**config.mk**
```make
export PLATFORM = sky130hd
export DESIGN_NAME = setclr_intc
export DESIGN_NICKNAME = d
export VERILOG_FILES = /design/src/rtl/intc_pkg.sv /design/src/rtl/intc_ctrl.sv /design/src/rtl/intc_mask_reg.sv /design/src/rtl/intc_datapath.sv /design/src/rtl/setclr_intc.sv
export SDC_FILE = /design/constraint.sdc
export NUM_CORES = 1
export LEC_CHECK = 0
export ABC_AREA = 1
export BUFFER_PORTS_ARGS = -buffer_cell sky130_fd_sc_hd__clkbuf_2
export CORE_MARGIN = 3
export CORE_UTILIZATION = 30
export CTS_BUF_LIST = sky130_fd_sc_hd__clkbuf_8 sky130_fd_sc_hd__clkbuf_16
export DETAILED_ROUTE_END_ITERATION = 10
export MAX_ROUTING_LAYER = met4
export PLACE_DENSITY_LB_ADDON = 0.2
export SYNTH_ARGS = -nofsm -noshare
export SYNTH_HDL_FRONTEND = slang
export SYNTH_SLANG_ARGS = --single-unit
export TNS_END_PERCENT = 10
```
**constraint.sdc**
```tcl
create_clock -name clk -period 1.92 [get_ports clk]
set_input_delay 0.288 -clock clk [delete_from_list [all_inputs] [get_ports clk]]
set_output_delay 0.288 -clock clk [all_outputs]
set_load 0.02 [all_outputs]
```
**src/rtl/intc_pkg.sv**
```systemverilog
package intc_pkg;
  localparam int OFF_IRQ_STAT = 0;
  localparam int OFF_IRQ_RAW  = 1;
  localparam int OFF_IRQ_SET  = 2;
  localparam int OFF_IRQ_CLR  = 3;
  localparam int OFF_SOFT_SET = 4;
  localparam int OFF_SOFT_CLR = 5;
  localparam int OFF_FIQ_STAT = 8;
  localparam int OFF_FIQ_RAW  = 9;
  localparam int OFF_FIQ_SET  = 10;
  localparam int OFF_FIQ_CLR  = 11;

  localparam int NUM_CHAN = 2;  // 0 = normal, 1 = fast

  typedef enum logic [2:0] {
    RD_ZERO,
    RD_STAT,
    RD_RAW,
    RD_MASK,
    RD_SOFT
  } rd_sel_e;

  typedef struct packed {
    logic [NUM_CHAN-1:0] enSet;
    logic [NUM_CHAN-1:0] enClr;
    logic                softSet;
    logic                softClr;
    logic                chan;
    rd_sel_e             rdSel;
  } intc_strobe_t;
endpackage

```
**src/rtl/intc_ctrl.sv**
```systemverilog
module intc_ctrl
  import intc_pkg::*;
#(
  parameter int ADDR_W = 4
) (
  input  logic              busSel,
  input  logic              busWrite,
  input  logic [ADDR_W-1:0] busAddr,
  output intc_strobe_t      stb
);
  logic wrEn;
  logic rdEn;

  assign wrEn = busSel & busWrite;
  assign rdEn = busSel & ~busWrite;

  always_comb begin
    stb       = '0;
    stb.rdSel = RD_ZERO;
    case (busAddr)
      ADDR_W'(OFF_IRQ_STAT): if (rdEn) stb.rdSel = RD_STAT;
      ADDR_W'(OFF_IRQ_RAW):  if (rdEn) stb.rdSel = RD_RAW;
      ADDR_W'(OFF_IRQ_SET): begin
        if (rdEn) stb.rdSel = RD_MASK;
        stb.enSet[0] = wrEn;
      end
      ADDR_W'(OFF_IRQ_CLR):  stb.enClr[0] = wrEn;
      ADDR_W'(OFF_SOFT_SET): begin
        if (rdEn) stb.rdSel = RD_SOFT;
        stb.softSet = wrEn;
      end
      ADDR_W'(OFF_SOFT_CLR): stb.softClr = wrEn;
      ADDR_W'(OFF_FIQ_STAT): begin
        stb.chan = 1'b1;
        if (rdEn) stb.rdSel = RD_STAT;
      end
      ADDR_W'(OFF_FIQ_RAW):  if (rdEn) stb.rdSel = RD_RAW;
      ADDR_W'(OFF_FIQ_SET): begin
        stb.chan = 1'b1;
        if (rdEn) stb.rdSel = RD_MASK;
        stb.enSet[1] = wrEn;
      end
      ADDR_W'(OFF_FIQ_CLR):  stb.enClr[1] = wrEn;
      default: ;
    endcase
  end
endmodule

```
**src/rtl/intc_mask_reg.sv**
```systemverilog
module intc_mask_reg #(
  parameter int WIDTH = 32
) (
  input  logic             clk,
  input  logic             rstN,
  input  logic             setStb,
  input  logic             clrStb,
  input  logic [WIDTH-1:0] wdata,
  output logic [WIDTH-1:0] mask
);
  always_ff @(posedge clk or negedge rstN) begin
    if (!rstN)       mask <= '0;
    else if (setStb) mask <= mask | wdata;
    else if (clrStb) mask <= mask & ~wdata;
  end
endmodule

```
**src/rtl/intc_datapath.sv**
```systemverilog
module intc_datapath
  import intc_pkg::*;
#(
  parameter int NUM_SRC = 32,
  parameter int DATA_W  = 32
) (
  input  logic               clk,
  input  logic               rstN,
  input  intc_strobe_t       stb,
  input  logic [DATA_W-1:0]  busWdata,
  input  logic [NUM_SRC-1:0] srcLines,
  output logic [DATA_W-1:0]  busRdata,
  output logic               irqOut,
  output logic               fiqOut,
  output logic [NUM_SRC-1:0] irqMask,
  output logic [NUM_SRC-1:0] fiqMask,
  output logic               softLatch
);
  logic [NUM_SRC-1:0] level;
  logic [NUM_SRC-1:0] maskArr [NUM_CHAN];
  logic [NUM_SRC-1:0] selMask;

  for (genvar c = 0; c < NUM_CHAN; c++) begin : g_chan
    intc_mask_reg #(.WIDTH(NUM_SRC)) u_mask (
      .clk   (clk),
      .rstN  (rstN),
      .setStb(stb.enSet[c]),
      .clrStb(stb.enClr[c]),
      .wdata (busWdata[NUM_SRC-1:0]),
      .mask  (maskArr[c])
    );
  end

  always_ff @(posedge clk or negedge rstN) begin
    if (!rstN)                          softLatch <= 1'b0;
    else if (stb.softSet && busWdata[0]) softLatch <= 1'b1;
    else if (stb.softClr && busWdata[0]) softLatch <= 1'b0;
  end

  assign level   = srcLines | {{(NUM_SRC-1){1'b0}}, softLatch};
  assign irqMask = maskArr[0];
  assign fiqMask = maskArr[1];
  assign irqOut  = |(level & maskArr[0]);
  assign fiqOut  = |(level & maskArr[1]);
  assign selMask = stb.chan ? maskArr[1] : maskArr[0];

  always_comb begin
    case (stb.rdSel)
      RD_STAT: busRdata = DATA_W'(level & selMask);
      RD_RAW:  busRdata = DATA_W'(level);
      RD_MASK: busRdata = DATA_W'(selMask);
      RD_SOFT: busRdata = DATA_W'(level[0]);
      default: busRdata = '0;
    endcase
  end
endmodule

```
**src/rtl/setclr_intc.sv**
```systemverilog
module setclr_intc
  import intc_pkg::*;
#(
  parameter int NUM_SRC = 32,
  parameter int DATA_W  = 32,
  parameter int ADDR_W  = 4
) (
  input  logic               clk,
  input  logic               rstN,
  input  logic               busSel,
  input  logic               busWrite,
  input  logic [ADDR_W-1:0]  busAddr,
  input  logic [DATA_W-1:0]  busWdata,
  output logic [DATA_W-1:0]  busRdata,
  input  logic [NUM_SRC-1:0] srcLines,
  output logic               irqOut,
  output logic               fiqOut
);
  intc_strobe_t       stb;
  logic [NUM_SRC-1:0] irqMask;
  logic [NUM_SRC-1:0] fiqMask;
  logic               softLatch;

  intc_ctrl #(.ADDR_W(ADDR_W)) u_ctrl (
    .busSel  (busSel),
    .busWrite(busWrite),
    .busAddr (busAddr),
    .stb     (stb)
  );

  intc_datapath #(.NUM_SRC(NUM_SRC), .DATA_W(DATA_W)) u_dp (
    .clk      (clk),
    .rstN     (rstN),
    .stb      (stb),
    .busWdata (busWdata),
    .srcLines (srcLines),
    .busRdata (busRdata),
    .irqOut   (irqOut),
    .fiqOut   (fiqOut),
    .irqMask  (irqMask),
    .fiqMask  (fiqMask),
    .softLatch(softLatch)
  );
endmodule

```
==> flow_metrics.py, run 1 <==
metrics = {
    "floorplan": {
        "dieArea_sq_um": 15400,
        "die_h_um": 124,
        "core-area_sq_um": 13400,
        "die_w_um": 124,
        "ios": 106,
        "core.rowCount": 42,
        "initial_core_util_pct": 31.1,
    },
    "cts": {
        "cts-root-buf": "clkbuf_16",
        "clk_latency_ns": 0.32,
        "cts_sinks": 65,
        "cts_made_buffers": 9,
        "cts_tree": "built",
        "htree_levels": 3,
        "cts.clk_slew.worst_paths_ns": 0.06,
        "clockBufferDepth": 2,
    },
    "power": {
        "p_sw_mw": 1.43,
        "pwr-share-comb_pct": 22.6,
        "p_leak_nw": 2.73,
        "sw_frac_of_total_pct": 32.1,
        "p_seq_share_pct": 40.8,
        "intPower_mw": 3.02,
        "p_per_area_nw_per_um2": 838,
        "clkPwrFrac_pct": 36.6,
        "peakVddDrop_mv": 0.378,
    },
    "cells_and_area": {
        "drive_above_1_share_pct": 20.7,
        "layout_commonest_cell": "nand2_1",
        "layout_common_cells": "nand2_1, nand3_1, o21ai_1",
        "nets": 807,
        "area_delta_synth_final_pct": 27.1,
        "antenna_cells": 0,
    },
    "synthesis": {
        "yosys.area.top_type_share_pct": 39.0,
        "yosysUniqueCellTypes": 17,
        "syn_inst": 629,
        "synth_area_leader_cell": "dfrtp_1",
        "syn-num-nets": 701,
        "synth_warnings": 0,
        "syn_area_sq_um": 4170,
        "ys_ff_latch": 65,
        "synth.top_cells.by_area": "dfrtp_1, nand3_1, nand2_1, o21ai_1, inv_1",
        "synth-seq-area-share_pct": 39.0,
        "avgSynthCellArea_sq_um": 6.63,
    },
    "detailed_routing": {
        "vias": 4690,
        "drtIter0Drc": 397,
        "drc": 0,
        "ant_nets": 0,
        "viasPerCell": 5.12,
        "wirelength_um": 14100,
        "routedWlPerCell_um": 15.4,
        "firstDrtPassIters": 4,
    },
    "sta": {
        "max_slew_margin_pct": 61.7,
        "fin_crit_sh_pct": 93.7,
        "fmaxAchievable_ghz": 0.556,
        "fin_hold_ws_ns": 0.246,
        "tightest_slew_ns": 0.575,
        "finalClockSkew_ns": 0,
        "setup_viol": 0,
        "drv_slew": 0,
        "rsz0062_at_grt": "no",
        "fin_setup_tns_ns": 0,
        "hold_viol": 0,
        "period_needed_ns": 1.80,
    },
    "global_routing": {
        "grt_pass1_vias": 4631,
        "grt_max_degree": 45,
        "antenna_found_initial": 0,
        "gr-usage-all-layers_pct": 19.5,
        "grt_pass1_wl_um": 22700,
        "overflow": 0,
    },
    "placement": {
        "numPortBuffers": 105,
        "hpwl_um": 10100,
        "gp_congestion": 0.803,
    },
    "critical_path": {
        "slowest_delay_ns": 0.39,
        "cp_cell_sequence": "nand2_1 > nand2_1 > a21oi_1 > nand3_1 > nor2_1 > nand2_1 > clkbuf_2",
        "crit_path_start_kind": "flop",
        "worstSetupPathType": "flop to output port",
        "worst_setup_path_end_kind": "output port",
        "critPathArrivalTime_ns": 1.51,
        "cp_slowest_cell": "dfrtp_1",
        "critical_path_peak_fanout": 3,
        "cp.required_ns": 1.63,
        "path_common_cell": "nand2_1",
    },
    "outcome": {
        "run_status": "complete, no violations",
    },
    "hold_path": {
        "hold_path.class": "input pin to flop",
    },
    "job": {
        "drv_cap": 0,
    },
}
## per-stage QoR
step / power [mW] / worst slack [ns] / cell area, sq um / util [%] / instances
floorplan: 2.44 / 0.460 / 4170 / - / 629
global route: 4.74 / 0.0262 / 5300 / 39.6 / 916
detailed placement: 2.85 / 0.152 / 4990 / 37.3 / 899
global placement: 2.81 / 0.218 / 4990 / 37.3 / 899
CTS: 4.48 / 0.0818 / 5300 / 39.6 / 916
finish: 4.44 / 0.121 / 5300 / 39.6 / 916
## final cells by class
type / instances / area (sq um)
inverters: 42 / 158
repair buffers: 129 / 783
multi-input cells: 488 / 2220
fillers: 1466 / 8100
flip-flops and latches: 65 / 1630
clock buffers: 9 / 225
well taps: 176 / 220
clock inverters: 7 / 71.3
## cell usage after synthesis (all sizes together)
| cell type | number |
|---|---|
| a21oi | 7 |
| buf | 31 |
| clkbuf | 3 |
| dfrtp | 65 |
| inv | 42 |
| nand2 | 179 |
| nand3 | 142 |
| nand3b | 3 |
| nand4 | 4 |
| nor2 | 21 |
| o21ai | 132 |
## path summary, 6_finish.rpt
| check | to | from | slack [ns] | cells after the start |
|---|---|---|---|---|
| max in group asynchronous | async pin | rstN | 0.78 | 3 |
| max reg2reg | flop | flop | 1.22 | 2 |
| min in group asynchronous | async pin | rstN | 0.50 | 2 |
| min reg2reg | flop | flop | 0.50 | 2 |
| min | flop | busWdata[15] | 0.25 | 3 |
| max | irqOut | flop | 0.12 | 7 |
## what timing repair did
item	4_1_cts	5_1_grt
endpoints found under the setup margin	0	1
gates resized for setup	0	1
setup buffers	0	0
hold buffers	1	0
hold endpoints to repair	21	0
## power groups by stage
stage / registers (mW) / logic (mW) / clock network [mW]
after floorplan: 1.78 / 0.660 / 0
after global placement: 1.82 / 0.984 / 0
after detailed placement: 1.83 / 1.01 / 0
after CTS: 1.81 / 1.02 / 1.65
after global routing: 1.85 / 1.16 / 1.73
final: 1.81 / 1.01 / 1.63
## kinds of logic after synthesis
family                 share of synthesized area [%]
buffers and inverters                           7.89
AO/OA/AOI/OAI                                   16.7
flip-flops                                      39.0
AND/OR/NAND/NOR                                 36.5
## worst max-delay path: cells and delay by family (launching register included)
kind                   cells  cell delay [ns]
AND/OR/NAND/NOR            5             0.50
buffers and inverters      1             0.16
AO/OA/AOI/OAI              1             0.13
flip-flops                 1             0.39
## per-layer routing
| metal | GRT usage, % | routed length [um] | vias to the layer above |
|---|---|---|---|
| met4 | 4.79 | 169 | 0 |
| met3 | 2.59 | 616 | 12 |
| met5 | - | 0 | - |
| met1 | 25.8 | 6460 | 2209 |
| met2 | 32.0 | 6900 | 137 |
| li1 | - | - | 2332 |
Power figures use the tool's default switching activity.
==> run 2, diff against run 1 <==
Settings changed: GPL_TIMING_DRIVEN set to 0.
==> run 2 against run 1 <==
Register-to-register slack is essentially flat. Sequential power barely moved. Final cell count rose by 0.98%. Sequential share of layout area increased by 0.26 points. Cell area decreased by 0.85%. Critical path type is now input pin to output port. Largest power group unchanged. Highest routed layer unchanged.
==> flow_metrics.py, run 2 (same netlist as run 1, synthesis figures left out) <==
metrics = {
    "global_routing": {
        "overflow": 0,
        "grt_pass1_wl_um": 23600,
        "gr-usage-all-layers_pct": 20.7,
        "antenna_found_initial": 0,
        "grt_max_degree": 42,
        "grt_pass1_vias": 4524,
    },
    "detailed_routing": {
        "vias": 4791,
        "viasPerCell": 5.18,
        "wirelength_um": 15000,
        "drtIter0Drc": 326,
        "ant_nets": 0,
        "routedWlPerCell_um": 16.2,
        "firstDrtPassIters": 5,
        "drc": 0,
    },
    "critical_path": {
        "crit_path_start_kind": "input pin",
        "cp_cell_sequence": "clkbuf_2 > nor2_4 > nand2_1 > clkbuf_4 > nand2_1 > nand2_1 > nand3_1 > nand3_1 > clkbuf_2",
        "critPathArrivalTime_ns": 1.55,
        "cp_slowest_cell": "clkbuf_4",
        "cpLargestDelayFamily": "simple AND/OR/NAND/NOR gates",
        "worst_setup_path_end_kind": "output port",
        "cp.required_ns": 1.63,
        "worstSetupPathType": "input pin to output port",
        "critical_path_peak_fanout": 10,
        "slowest_delay_ns": 0.26,
        "path_common_cell": "nand2_1",
        "worst-path-buf-inv": 3,
    },
    "power": {
        "sw_frac_of_total_pct": 32.1,
        "p_per_area_nw_per_um2": 821,
        "p_seq_share_pct": 42.2,
        "total_power_mw": 4.32,
        "pwr-share-comb_pct": 23.1,
        "peakVddDrop_mv": 0.399,
        "clkPwrFrac_pct": 34.7,
        "p_sw_mw": 1.39,
        "p_leak_nw": 2.73,
        "intPower_mw": 2.93,
    },
    "cts": {
        "post-cts-setup-buffers": 0,
        "clk_latency_ns": 0.33,
        "clockBufferDepth": 2,
        "cts_sinks": 65,
        "cts.clk_slew.worst_paths_ns": 0.05,
        "cts_made_buffers": 9,
        "cts_tree": "built",
        "cts-root-buf": "clkbuf_16",
        "htree_levels": 3,
    },
    "sta": {
        "hold_viol": 0,
        "period_needed_ns": 1.84,
        "max_slew_margin_pct": 74.6,
        "drv_slew": 0,
        "setup_viol": 0,
        "fin_crit_sh_pct": 96.0,
        "tightest_slew_ns": 0.382,
        "fmaxAchievable_ghz": 0.543,
        "finalClockSkew_ns": 0,
        "fin_hold_ws_ns": 0.251,
    },
    "cells_and_area": {
        "fill_cells": 1451,
        "nets": 818,
        "layout_commonest_cell": "nand2_1",
        "layout_common_cells": "nand2_1, nand3_1, o21ai_1",
        "area_delta_synth_final_pct": 26.0,
        "drive_above_1_share_pct": 21.9,
        "final_area_sq_um": 5260,
        "antenna_cells": 0,
        "seqCellArea_sq_um": 1630,
        "multiInputGateArea_sq_um": 2230,
        "fin_util_pct": 39.2,
    },
    "hold_path": {
        "hold_path.class": "input pin to flop",
    },
    "placement": {
        "hpwl_um": 11300,
        "numPortBuffers": 104,
        "gp_congestion": 0.900,
        "postPlaceCellArea_sq_um": 4940,
    },
    "floorplan": {
        "core-area_sq_um": 13400,
        "core.rowCount": 42,
        "ios": 106,
        "dieArea_sq_um": 15400,
        "initial_core_util_pct": 31.1,
        "die_w_um": 124,
        "die_h_um": 124,
    },
    "job": {
        "drv_cap": 0,
    },
    "outcome": {
        "run_status": "complete, no violations",
    },
}
## run 2: per-stage QoR
step	setup TNS, ns	worst slack, ns	cells
2_1_floorplan	0	0.460	629
3_3_place_gp	-0.0412	-0.0180	909
3_5_place_dp	-0.161	-0.0440	910
4_1_cts	0	0.00597	925
5_1_grt	-0.0990	-0.0298	925
6_report	0	0.0778	925
## run 2: worst min-delay path, stage by stage
cell and delay (ns):
clkbuf_2 0.08, inv_1 0.09, o21ai_1 0.07
## run 2: cell type report
type,count,area share [%]
buffer,34,3.78
clock buffer,11,4.81
clock inverter,3,0.333
inverter,42,3.00
multi-input combinational,488,42.4
sequential,65,30.9
tap,176,4.19
timing repair buffer,106,10.5
## run 2: power by group through the flow
stage / Sequential [mW] / Clock (mW) / Combinational (mW)
after floorplan: 1.78 / 0 / 0.660
after global placement: 1.83 / 0 / 0.962
after detailed placement: 1.84 / 0 / 0.989
after CTS: 1.82 / 1.52 / 0.998
after global routing: 1.86 / 1.61 / 1.14
final: 1.82 / 1.50 / 0.999
## run 2: final timing paths
check,from,endpoint,slack (ns),depth (start not counted)
max,busAddr[2],busRdata[30],0.08,9
min,busWdata[18],flop,0.25,3
max reg2reg,flop,flop,1.23,2
min reg2reg,flop,flop,0.50,2
max in group asynchronous,rstN,async pin,0.92,3
min in group asynchronous,rstN,async pin,0.45,2
## run 2: layer usage
| layer | up-vias | global-route usage [%] | share of wire [%] |
|---|---|---|---|
| met5 | - | - | 0 |
| met4 | 0 | 6.57 | 1.6 |
| met3 | 17 | 3.04 | 6.5 |
| met2 | 160 | 31.5 | 46 |
| met1 | 2248 | 28.6 | 46 |
| li1 | 2366 | - | - |
## run 2: what timing repair did
| item | 4_1_cts | 5_1_grt |
|---|---|---|
| gates resized for setup | 6 | 12 |
| endpoints found under the setup margin | 9 | 30 |
| hold endpoints to repair | 24 | 0 |
| hold buffers | 1 | 0 |
